### config.mk
export PLATFORM = sky130hd
export DESIGN_NAME = segbb_xlate
export DESIGN_NICKNAME = d
export VERILOG_FILES = /design/src/rtl/segbb_pkg.sv /design/src/rtl/segbb_table.sv /design/src/rtl/segbb_core.sv /design/src/rtl/segbb_xlate.sv
export SDC_FILE = /design/constraint.sdc
export NUM_CORES = 1
export LEC_CHECK = 0
export BUFFER_PORTS_ARGS = -buffer_cell sky130_fd_sc_hd__buf_4
export CELL_PAD_IN_SITES_DETAIL_PLACEMENT = 0
export CELL_PAD_IN_SITES_GLOBAL_PLACEMENT = 1
export CORE_MARGIN = 5
export CORE_UTILIZATION = 40
export DETAILED_ROUTE_END_ITERATION = 10
export GPL_ROUTABILITY_DRIVEN = 1
export PLACE_DENSITY = 0.77
export REMOVE_ABC_BUFFERS = 1
export SETUP_SLACK_MARGIN = 0.05
export SLEW_MARGIN = 15
export SYNTH_ARGS = -nofsm -noshare
export SYNTH_HDL_FRONTEND = slang
export SYNTH_SLANG_ARGS = --single-unit
### constraint.sdc
create_clock -name clk -period 2.8 [get_ports clk]
set_input_delay 0.14 -clock clk [delete_from_list [all_inputs] [get_ports clk]]
set_output_delay 0.14 -clock clk [all_outputs]
set_load 0.005 [all_outputs]
### src/rtl/segbb_pkg.sv
package segbb_pkg;

    localparam int VA_W_DEF  = 14;
    localparam int SEL_W_DEF = 2;
    localparam int PA_W_DEF  = 16;
    localparam int NSEG_DEF  = 3;

    typedef enum logic [1:0] {
        SEG_CODE  = 2'd0,
        SEG_HEAP  = 2'd1,
        SEG_STACK = 2'd2,
        SEG_NONE  = 2'd3
    } seg_e;

    // Power-up base of each segment
    function automatic logic [31:0] rst_base(input int idx);
        case (idx)
            int'(SEG_CODE):  rst_base = 32'h0000_4000;
            int'(SEG_HEAP):  rst_base = 32'h0000_5800;
            int'(SEG_STACK): rst_base = 32'h0000_6800;
            default:         rst_base = 32'h0;
        endcase
    endfunction

    // Power-up limit (largest legal offset) of each segment
    function automatic logic [31:0] rst_bound(input int idx);
        case (idx)
            int'(SEG_CODE):  rst_bound = 32'h0000_0FFF;
            int'(SEG_HEAP):  rst_bound = 32'h0000_0FFF;
            int'(SEG_STACK): rst_bound = 32'h0000_07FF;
            default:         rst_bound = 32'h0;
        endcase
    endfunction

endpackage

### src/rtl/segbb_table.sv
module segbb_table #(
    parameter int NSEG  = segbb_pkg::NSEG_DEF,
    parameter int SEL_W = segbb_pkg::SEL_W_DEF,
    parameter int PA_W  = segbb_pkg::PA_W_DEF,
    parameter int OFF_W = segbb_pkg::VA_W_DEF - segbb_pkg::SEL_W_DEF
) (
    input  logic             clk,
    input  logic             rst_n,
    input  logic             wr_en,
    input  logic [SEL_W-1:0] wr_sel,
    input  logic [PA_W-1:0]  wr_base,
    input  logic [OFF_W-1:0] wr_bound,
    input  logic [SEL_W-1:0] rd_sel,
    output logic             rd_hit,
    output logic [PA_W-1:0]  rd_base,
    output logic [OFF_W-1:0] rd_bound
);

    logic [PA_W-1:0]  base_arr  [NSEG];
    logic [OFF_W-1:0] bound_arr [NSEG];

    for (genvar g = 0; g < NSEG; g++) begin : g_ent
        logic [PA_W-1:0]  base_d,  base_q;
        logic [OFF_W-1:0] bound_d, bound_q;

        always_comb begin
            base_d  = base_q;
            bound_d = bound_q;
            if (wr_en && (wr_sel == SEL_W'(g))) begin
                base_d  = wr_base;
                bound_d = wr_bound;
            end
        end

        always_ff @(posedge clk or negedge rst_n) begin
            if (!rst_n) begin
                base_q  <= PA_W'(segbb_pkg::rst_base(g));
                bound_q <= OFF_W'(segbb_pkg::rst_bound(g));
            end else begin
                base_q  <= base_d;
                bound_q <= bound_d;
            end
        end

        assign base_arr[g]  = base_q;
        assign bound_arr[g] = bound_q;
    end

    always_comb begin
        rd_hit   = 1'b0;
        rd_base  = '0;
        rd_bound = '0;
        for (int i = 0; i < NSEG; i++) begin
            if (rd_sel == SEL_W'(i)) begin
                rd_hit   = 1'b1;
                rd_base  = base_arr[i];
                rd_bound = bound_arr[i];
            end
        end
    end

endmodule

### src/rtl/segbb_core.sv
module segbb_core #(
    parameter int PA_W  = segbb_pkg::PA_W_DEF,
    parameter int OFF_W = segbb_pkg::VA_W_DEF - segbb_pkg::SEL_W_DEF
) (
    input  logic             vld,
    input  logic             hit,
    input  logic [OFF_W-1:0] off,
    input  logic [PA_W-1:0]  base,
    input  logic [OFF_W-1:0] bound,
    output logic [PA_W-1:0]  paddr,
    output logic             fault
);

    logic in_range;

    always_comb begin
        in_range = hit && (off <= bound);
        fault    = vld && !in_range;
        paddr    = (vld && in_range) ? (base + PA_W'(off)) : '0;
    end

endmodule

### src/rtl/segbb_xlate.sv
module segbb_xlate #(
    parameter int VA_W  = segbb_pkg::VA_W_DEF,
    parameter int SEL_W = segbb_pkg::SEL_W_DEF,
    parameter int PA_W  = segbb_pkg::PA_W_DEF,
    parameter int NSEG  = segbb_pkg::NSEG_DEF
) (
    input  logic                    clk,
    input  logic                    rst_n,
    input  logic                    req_valid,
    input  logic [VA_W-1:0]         req_vaddr,
    input  logic                    cfg_we,
    input  logic [SEL_W-1:0]        cfg_seg,
    input  logic [PA_W-1:0]         cfg_base,
    input  logic [VA_W-SEL_W-1:0]   cfg_bound,
    output logic                    rsp_valid,
    output logic [PA_W-1:0]         rsp_paddr,
    output logic                    rsp_fault
);

    localparam int OFF_W = VA_W - SEL_W;

    typedef struct packed {
        logic             vld;
        logic             hit;
        logic [OFF_W-1:0] off;
        logic [PA_W-1:0]  base;
        logic [OFF_W-1:0] bound;
    } cap_t;

    cap_t st_d, st_q;

    logic [SEL_W-1:0] sel;
    logic             lk_hit;
    logic [PA_W-1:0]  lk_base;
    logic [OFF_W-1:0] lk_bound;

    assign sel = req_vaddr[VA_W-1:OFF_W];

    segbb_table #(
        .NSEG (NSEG),
        .SEL_W(SEL_W),
        .PA_W (PA_W),
        .OFF_W(OFF_W)
    ) u_table (
        .clk     (clk),
        .rst_n   (rst_n),
        .wr_en   (cfg_we),
        .wr_sel  (cfg_seg),
        .wr_base (cfg_base),
        .wr_bound(cfg_bound),
        .rd_sel  (sel),
        .rd_hit  (lk_hit),
        .rd_base (lk_base),
        .rd_bound(lk_bound)
    );

    // Snapshot of the segment entry taken when the request is accepted
    always_comb begin
        st_d = '0;
        if (req_valid) begin
            st_d.vld   = 1'b1;
            st_d.hit   = lk_hit;
            st_d.off   = req_vaddr[OFF_W-1:0];
            st_d.base  = lk_base;
            st_d.bound = lk_bound;
        end
    end

    always_ff @(posedge clk or negedge rst_n) begin
        if (!rst_n) st_q <= '0;
        else        st_q <= st_d;
    end

    segbb_core #(
        .PA_W (PA_W),
        .OFF_W(OFF_W)
    ) u_core (
        .vld  (st_q.vld),
        .hit  (st_q.hit),
        .off  (st_q.off),
        .base (st_q.base),
        .bound(st_q.bound),
        .paddr(rsp_paddr),
        .fault(rsp_fault)
    );

    assign rsp_valid = st_q.vld;

endmodule

# After elaboration in Yosys (flattened, before gate mapping)
# Index checks and enable logic that the tools add are counted.
[op_classes]
addsub = 1
order_cmp = 1
n_eq_ne = 4
muxes = 11
n_reduce_logical = 9
[op_table]
columns = ["cell", "count"]
rows = [
  ["2-to-1 mux 16 bit", 4],
  ["2-to-1 mux 42 bit", 1],
  ["2-to-1 mux 12 bit", 3],
  ["adder 16 x 12 -> 16 bit", 1],
  ["less-or-equal comparator 12 bit", 1],
  ["logical AND 1 bit", 6],
  ["== test 2 x 1 -> 1 bit, second input constant", 2],
  ["== test 2 bit, second input constant", 2],
  ["logical NOT 2 bit", 2],
  ["2-to-1 mux 1 bit", 3],
  ["logical NOT 1 bit", 1],
]
[word_totals]
ff_bits = 126
inputBits = 48
out_inout_bits = 18
elab_cells = 37

# Depth between registers and ports, before layout
# Gate-level depths: netlist of the first run.
[depth]
word_depth = 5
depth_mapped = 8
mapped_depth_nobuf = 7

# Hierarchy
# A second synthesis of the first run with hierarchy kept.
[unflattened]
cells_unflattened = 487
area_unflattened_um2 = 6495.0
[modules_own_cells]
columns = ["mod", "n_inst", "cells_each", "area_per_inst_um2", "seq_area_each_um2"]
rows = [
  ["segbb_table", 1, 247, 4040.1, 2154.6],
  ["segbb_xlate", 1, 87, 1378.8, 1051.0],
  ["segbb_core", 1, 153, 1076.0, 0.0],
]

# Worst setup path before layout of the first run
# OpenSTA, ideal clock, no wires.
[synth_timing]
path_kind = "flip-flop to output port"
from = "register st_q[12] (netlist name)"
to = "output rsp_paddr[8]"
t_arrival_ns = 2.087
setup_slack_ns = 0.573
stages_incl_launch_ff = 8
n_path_buf = 0
path_cell_list = "dfrtp_1 ha_1 fa_1 a211oi_1 o21ai_0 and2_1 o311a_1 nor3_1"
[synth_via]
elab_chain_cells = 2
[synth_lines]
columns = ["element", "line_no", "source"]
rows = [
  ["start, declared", "segbb_xlate.sv:30", "cap_t st_d, st_q;"],
  ["start signal, assigned", "segbb_xlate.sv:71", "else st_q <= st_d;"],
  ["adder 16 x 12 -> 16 bit", "segbb_core.sv:19", "paddr = (vld && in_range) ? (base + PA_W'(off)) : '0;"],
  ["2-to-1 mux 16 bit", "segbb_core.sv:19", ""],
  ["end, declared", "segbb_xlate.sv:16", "output logic [PA_W-1:0] rsp_paddr,"],
]
# No other way between the ends.

# Worst setup path in the final report of the first run
[layout_timing]
from = "register st_q[29] (netlist name)"
to = "output rsp_paddr[9]"
[layout_via]
elab_chain_cells = 4
word_cells_on_any_way = 5
classes_between = "add/sub: 1; order compare: 1; mux: 1; reduce/logical: 2"
[layout_lines]
columns = ["element", "line_no", "source"]
rows = [
  ["less-or-equal comparator 12 bit", "segbb_core.sv:17", "in_range = hit && (off <= bound);"],
  ["logical AND 1 bit", "segbb_core.sv:17", ""],
  ["logical AND 1 bit", "segbb_core.sv:19", ""],
  ["2-to-1 mux 16 bit (*)", "segbb_core.sv:19", ""],
]
# Mark *: on every way between the ends. The rest lies on a longest branch, timed or not.

==> summary.md, run 1 <==
| Metric | Value |
|---|---|
| Slew Limit Headroom | 54.8% |
| Post-synth ARST share | 100% |
| Port Buf Inserts | 65 |
| All-Layer GR Usage | 16.3% |
| CP max stage delay | 0.52 ns |
| Setup Skew | 0.00702 ns |
| Sequential power share | 43.4% |
| Post-Syn Area | 0.00623 sq mm |
| Synth Area per Inst | about 12 sq um |
| N_diodes | 0 |
| CP Launch Type | register |
| Post-layout nets | 705 |
| Drt via density | a little over 5 |
| R2R depth | 3 |
| CP Depth | 7 |
| Register area share after synthesis | 51.4% |
| Vias in the first global route | 4,633 |
| Post-Syn Instances | around 530 |
| Core Region | 0.0153 sq mm |
| Tcrit/Tclk final | 96.5% |
| Htree depth | 4 |
| Internal | 4.10 mW |
| CTS Buf Count | 17 |
| Initial antenna violation count | 0 |
| Area of the die | 0.0182 sq mm |
| Gp weighted congestion | 0.797 |
| Peak supply drop | approximately 470 uV |
| WP data arrival | about 2.6 ns |
| Multi-input logic area | 0.00294 sq mm |
| Clk sinks | approximately 130 |
| DRT iter0 DRCs | 221 |
| Global-route wire length before repair | 23,300 microns |
| Fin crit period | 2.70 ns |
| Post-synth top flop | dfrtp_1 |
| Register bit count reported by yosys | 126 |
| Vias | 4,317 |
| Worst-margin pin slew | 0.679 ns |
| DIE HEIGHT | 135 microns |
| Number of enable flip-flop cells after synthesis | 0 |
| Drt wl/cell | 16.2 microns |
| CTS root buf | clkbuf_16 |
| CP Cell Sequence | ha_1 > a21oi_4 > o211ai_2 > a31o_4 > or4b_4 > a31oi_2 > buf_4 |
| Routed Antenna Nets | 0 |
| # setup viols final | 0 |
| 1st-pass router iterations | 4 |
| MaxCap Viol Count | 0 |
| GRT Residual Overflow | 0 |
| CTS Buffer Depth | 2 |
| WHS Path Cells | 1 |
| CP max-delay cell | or4b_4 |
| Critical path peak fanout | 9 |
| Reg area | 0.00321 sq mm |
| Max Transition Viols Final | 0 |
| Highest Clock Rate | about 370 MHz |
| Hold Vio Cnt, Final | 0 |
| Pin count of the biggest net entering global routing | between 70 and 80 |
| Fillers | 1,322 |
| RSZ-0062 raised after global routing | true |
| Initial core utilization | 40.8% |
| Sw frac | between 20% and 30% |
| I/O Pins | 66 |
| Synth warnings | 0 |
| Total power | approximately 5.4 mW |
| Clk slew on worst S/H paths | 0.05 ns |
| Layout area overhead | 28.8% |
| # rows | 45 |
| # DRC | 0 |
| Crit path max-delay family | compound AO/OA/AOI/OAI gates |
| Total wire length | 13,800 microns |
| Worst Path Class, Setup | reg -> out |
| Hold crit path type | in -> reg |
| Setup TNS | 0 ns |
| Net switching power | 1.27 mW |
| Synth unique cells | 52 |
| Data required, critical path | roughly 2.7 ns |
| P per Cell Area | ~670 mW/mm^2 |
| Status | finished clean |
| Layout cells sized above 1 | 39.7% |
| Clk_lat worst skew | 0.41 ns |
| WP buf/inv | 1 |
| Die X | ~130 microns |
| Combinational group share of total power | 16.2% |
| Leak pwr | 3.56 nW |
| Clock power frac | 40.3% |
| CP Capture Type | output pin |
| CTS tree | done |
| Post-DP HPWL | 9100 microns |
-- worst paths after layout --
kind | startpoint | endpoint | slack [ns]
hold reg to reg | u_table.g_ent[0].base_q[1] | u_table.g_ent[0].base_q[1] | 0.50
hold / removal | req_valid | rsp_valid | 0.05
setup / recovery | st_q[29] | rsp_paddr[9] | 0.1
min in group asynchronous | rst_n | u_table.g_ent[1].base_q[7] | 0.32
max in group asynchronous | rst_n | u_table.g_ent[2].base_q[13] | 1.64
setup reg to reg | u_table.g_ent[1].bound_q[2] | st_q[2] | 1.82
-- logic make-up after synthesis --
group,after synthesis,share of synthesized area (%)
adders and majority gates,25,5.14
xor gates and xnor gates,4,0.562
AOI/OAI and AO/OA,84,8.81
buffers and inverters,42,2.85
DFF,126,51.4
and+or+nand+nor,132,11.4
muxes,113,19.8
-- state kept, by name, indices dropped and copies added (netlist names) --
register / flops
u_table.g_ent.base_q: 48
rsp_valid: 1
st_q: 41
u_table.g_ent.bound_q: 36
-- cell usage in the layout, fill, tap and decap left out, drive strengths merged, types with 2 or more instances in the layout --
| cell | Yosys | layout |
|---|---|---|
| dfrtp | 84 | 84 |
| clkinv | 0 | 3 |
| mux2 | 84 | 84 |
| nor2 | 14 | 14 |
| and4 | 3 | 3 |
| dfstp | 42 | 42 |
| nand4b | 3 | 3 |
| ha | 24 | 24 |
| bufinv | 0 | 2 |
| xnor2 | 4 | 4 |
| inv | 14 | 14 |
| nand2 | 38 | 38 |
| o211ai | 4 | 4 |
| nand3 | 9 | 9 |
| nor2b | 2 | 2 |
| o31a | 3 | 3 |
| a211o | 3 | 3 |
| nor3 | 6 | 6 |
| a21oi | 13 | 13 |
| nand4 | 3 | 3 |
| a21o | 8 | 8 |
| a31oi | 5 | 5 |
| clkbuf | 11 | 23 |
| and2 | 44 | 44 |
| a211oi | 6 | 6 |
| mux2i | 29 | 29 |
| nand3b | 2 | 2 |
| buf | 17 | 74 |
| or3 | 2 | 2 |
| o21ai | 35 | 35 |
| dlygate4sd3 | 0 | 41 |
-- per-layer routing --
metal	vias up	GRT usage (%)	part of all wire, %
met5	-	0	0
met4	0	6.90	1.8
met3	22	3.65	2.9
met2	70	26.9	50
met1	2148	20.6	46
li1	2077	-	-
-- power groups by stage --
stage | registers (mW) | clock network, mW | logic [mW]
2_1_floorplan | 2.31 | 0 | 0.550
3_3_place_gp | 2.34 | 0 | 0.780
3_5_place_dp | 2.36 | 0 | 0.812
4_1_cts | 2.33 | 2.22 | 0.869
5_1_grt | 2.37 | 2.28 | 0.979
6_report | 2.33 | 2.17 | 0.873
-- Yosys cell counts, types with 2 or more instances --
| master | n | area [sq um] |
|---|---|---|
| a21oi_1 | 11 | 55.1 |
| nor2b_1 | 2 | 12.5 |
| nor2_1 | 14 | 52.6 |
| nand4b_1 | 3 | 26.3 |
| ha_1 | 24 | 300 |
| xnor2_1 | 4 | 35.0 |
| nand3_1 | 9 | 45.0 |
| dfrtp_1 | 84 | 2100 |
| o21ai_0 | 34 | 170 |
| nor3_1 | 6 | 30.0 |
| a211oi_1 | 6 | 45.0 |
| mux2_2 | 84 | 946 |
| and2_1 | 44 | 275 |
| and4_1 | 3 | 26.3 |
| nand4_1 | 3 | 18.8 |
| clkbuf_1 | 11 | 41.3 |
| inv_1 | 14 | 52.6 |
| a21o_1 | 8 | 60.1 |
| nand2_1 | 38 | 143 |
| dfstp_2 | 42 | 1100 |
| o31a_1 | 2 | 17.5 |
| buf_1 | 6 | 22.5 |
| buf_2 | 10 | 50.1 |
| o211ai_1 | 3 | 22.5 |
| mux2i_1 | 29 | 290 |
| a211o_1 | 2 | 17.5 |
| nand3b_1 | 2 | 15.0 |
| a31oi_1 | 4 | 25.0 |
-- through the flow --
step | util [%] | area [sq um] | cells | hold WS (ns) | worst slack [ns]
after detailed placement | 45.3 | 6920 | 779 | 0.228 | 0.220
after global placement | 45.3 | 6920 | 779 | 0.217 | 0.282
after global routing | 52.6 | 8030 | 853 | 0.0553 | 0.000983
after floorplan | - | 6110 | 498 | -0.156 | -0.0113
final | 52.6 | 8030 | 853 | 0.0477 | 0.0986
after CTS | 52.1 | 7960 | 849 | 0.0347 | 0.0537
-- cell type report --
| class | count | share of cell area [%] |
|---|---|---|
| tap | 211 | 3.29 |
| clock buffer | 23 | 6.33 |
| timing repair buffer | 115 | 12.2 |
| inverter | 14 | 0.655 |
| multi-input combinational | 358 | 36.6 |
| sequential | 126 | 39.9 |
| clock inverter | 6 | 1.03 |
-- worst reg2reg max path, stage by stage (launching register included) --
cell and delay [ns]:
dfstp_2 0.53, mux2i_1 0.07, o21ai_0 0.18, and2_1 0.14
-- repair_timing --
item	4_1_cts	5_1_grt
resized for setup	10	9
endpoints found under the setup margin	13	14
pin swaps	1	3
hold endpoints to repair	118	0
hold buffers	41	0
setup buffers	0	4
No activity file was read; power rests on OpenSTA's default activity.
==> run 2: changes to the inputs <==
--- a/config.mk
+++ b/config.mk
@@ -12,7 +12,7 @@
 export CORE_UTILIZATION = 40
 export DETAILED_ROUTE_END_ITERATION = 10
 export GPL_ROUTABILITY_DRIVEN = 1
-export PLACE_DENSITY = 0.77
+export PLACE_DENSITY = 0.7
 export REMOVE_ABC_BUFFERS = 1
 export SETUP_SLACK_MARGIN = 0.05
 export SLEW_MARGIN = 15
==> run 2 against run 1 <==
Against the previous run: sequential share of layout area fell by 0.28 points; sequential power barely moved; critical path type unchanged; total power fell by 1.7%; setup slack got worse by 0.047 ns; fmax fell by 1.7%; core utilization rose by 0.37 points; global-route usage fell by 0.23 points; critical path depth rose by 1; non-clock buffer count rose by 1; clock-buffer cell count rose by 3.
==> summary.md, run 2 (synthesis gave the netlist of run 1 again) <==
| Metric | Value |
|---|---|
| Status | finished clean |
| CP Capture Type | output pin |
| Biggest regs | u_table.g_ent.base_q x48, st_q x41, u_table.g_ent.bound_q x36 |
| Worst Path Class, Setup | reg -> out |
| # DRC | 0 |
| Setup TNS | 0 ns |
| WP data arrival | 2.61 ns |
| Drt wl/cell | around 16 microns |
| Tcrit/Tclk final | 98.2% |
| Final Util | 53.0% |
| Area of the die | 0.0182 sq mm |
| Die X | 135 microns |
| Post-layout nets | 706 |
| # setup viols final | 0 |
| CTS Buf Count | 17 |
| Initial core utilization | about two fifths |
| Fillers | 1,315 |
| Post-DP HPWL | 8870 microns |
| Largest Register | u_table.g_ent.base_q |
| Drt via density | approximately 5 |
| Hold Vio Cnt, Final | 0 |
| All-Layer GR Usage | 16.0% |
| Multi-input logic area | 0.00299 sq mm |
| RSZ-0062 raised after global routing | true |
| MaxCap Viol Count | 0 |
| CTS tree | done |
| CTS Buffer Depth | 2 |
| P per Cell Area | around 650 mW/mm^2 |
| Port Buf Inserts | 65 |
| Layout area overhead | 29.7% |
| Highest Clock Rate | around 360 MHz |
| Hold Slack | around 0.044 ns |
| CP max-delay cell | fa_2 |
| CP max stage delay | around 0.43 ns |
| Most frequent cells in the layout | mux2_2 (84), dfrtp_1 (84), buf_4 (72) |
| DRT iter0 DRCs | 252 |
| Slew Limit Headroom | 53.8% |
| 1st-pass router iterations | 4 |
| Hold crit path type | in -> reg |
| CP Launch Type | register |
| Vias | 4,267 |
| Clk_lat worst skew | 0.41 ns |
| Max Transition Viols Final | 0 |
| Pin count of the biggest net entering global routing | 73 |
| Global-route wire length before repair | 23,100 microns |
| Peak supply drop | 386 uV |
| Initial antenna violation count | 0 |
| N_diodes | 0 |
| Critical path peak fanout | 3 |
| Routed Antenna Nets | 0 |
| Setup Skew | 0.00530 ns |
| Crit path max-delay family | compound AO/OA/AOI/OAI gates |
| Htree depth | 4 |
| Layout cells sized above 1 | 40.2% |
| Fin crit period | 2.75 ns |
| Vias in the first global route | about 4,600 |
| Leak pwr | about 3.5 nW |
| Total wire length | around 14,000 microns |
| GRT Residual Overflow | 0 |
| Clk sinks | roughly 130 |
| DIE HEIGHT | 135 microns |
| Clk slew on worst S/H paths | 0.05 ns |
| # rows | 45 |
| Data required, critical path | 2.66 ns |
| Reg area | 0.00321 sq mm |
| Max reg flops | 48 |
| I/O Pins | 66 |
| Core Region | 0.0153 sq mm |
| CP Cell Sequence | ha_4 > fa_2 > a211oi_4 > o21ai_2 > and2_4 > o311a_4 > nor3_4 > buf_4 |
| CTS root buf | clkbuf_16 |
| Worst-margin pin slew | between 0.6 and 0.7 ns |
| Gp weighted congestion | 0.784 |
| WP buf/inv | 1 |
| Total power | 5.28 mW |
run 2: worst reg2reg max path, cell delays in order (launching register included):
cell	delay, ns
dfstp_2	0.53
mux2i_1	0.06
o21ai_0	0.21
and2_1	0.15
run 2: worst paths after layout:
| check | slack [ns] | from | depth (start not counted) | to |
|---|---|---|---|---|
| setup reg to reg | 1.80 | u_table.g_ent[0].bound_q[11] | 3 | st_q[11] |
| hold / removal | 0.04 | req_valid | 1 | rsp_valid |
| hold reg to reg | 0.50 | u_table.g_ent[1].base_q[1] | 1 | u_table.g_ent[1].base_q[1] |
| min in group asynchronous | 0.31 | rst_n | 2 | u_table.g_ent[1].base_q[4] |
| max in group asynchronous | 1.63 | rst_n | 3 | u_table.g_ent[2].base_q[11] |
| setup / recovery | 0.05 | st_q[28] | 8 | rsp_paddr[8] |
run 2: timing repair:
action / 4_1_cts / 5_1_grt
hold buffers: 41 / 0
hold endpoints to repair: 138 / 0
setup endpoints to repair: 9 / 16
resized for setup: 10 / 17
setup buffers: 0 / 3
pin swaps: 1 / 7
run 2: final cells by class:
cell class	instances	area share, %
flip-flops and latches	126	39.7
multi-input cells	358	37.0
repair buffers	116	12.4
clock buffers	26	6.30
well taps	211	3.27
clock inverters	6	0.743
inverters	14	0.650
run 2: metal layers:
layer / part of all wire, % / track usage [%]
met5: 0 / 0
met4: 2.3 / 6.96
met3: 3.1 / 3.17
met2: 48 / 26.3
met1: 46 / 20.7
run 2: per-stage QoR:
stage               setup WS, ns  std cells  area (sq um)
finish                    0.0512        857          8080
global route             -0.0400        857          8080
CTS                      0.00382        854          7970
detailed placement         0.199        781          6940
global placement           0.213        781          6940
floorplan                -0.0113        498          6110
run 2: where the power goes:
group | switching, mW | leakage (nW) | internal (mW)
Combinational | 0.392 | 1.76 | 0.488
Clock | 0.739 | 0.276 | 1.33
Sequential | 0.143 | 1.49 | 2.19
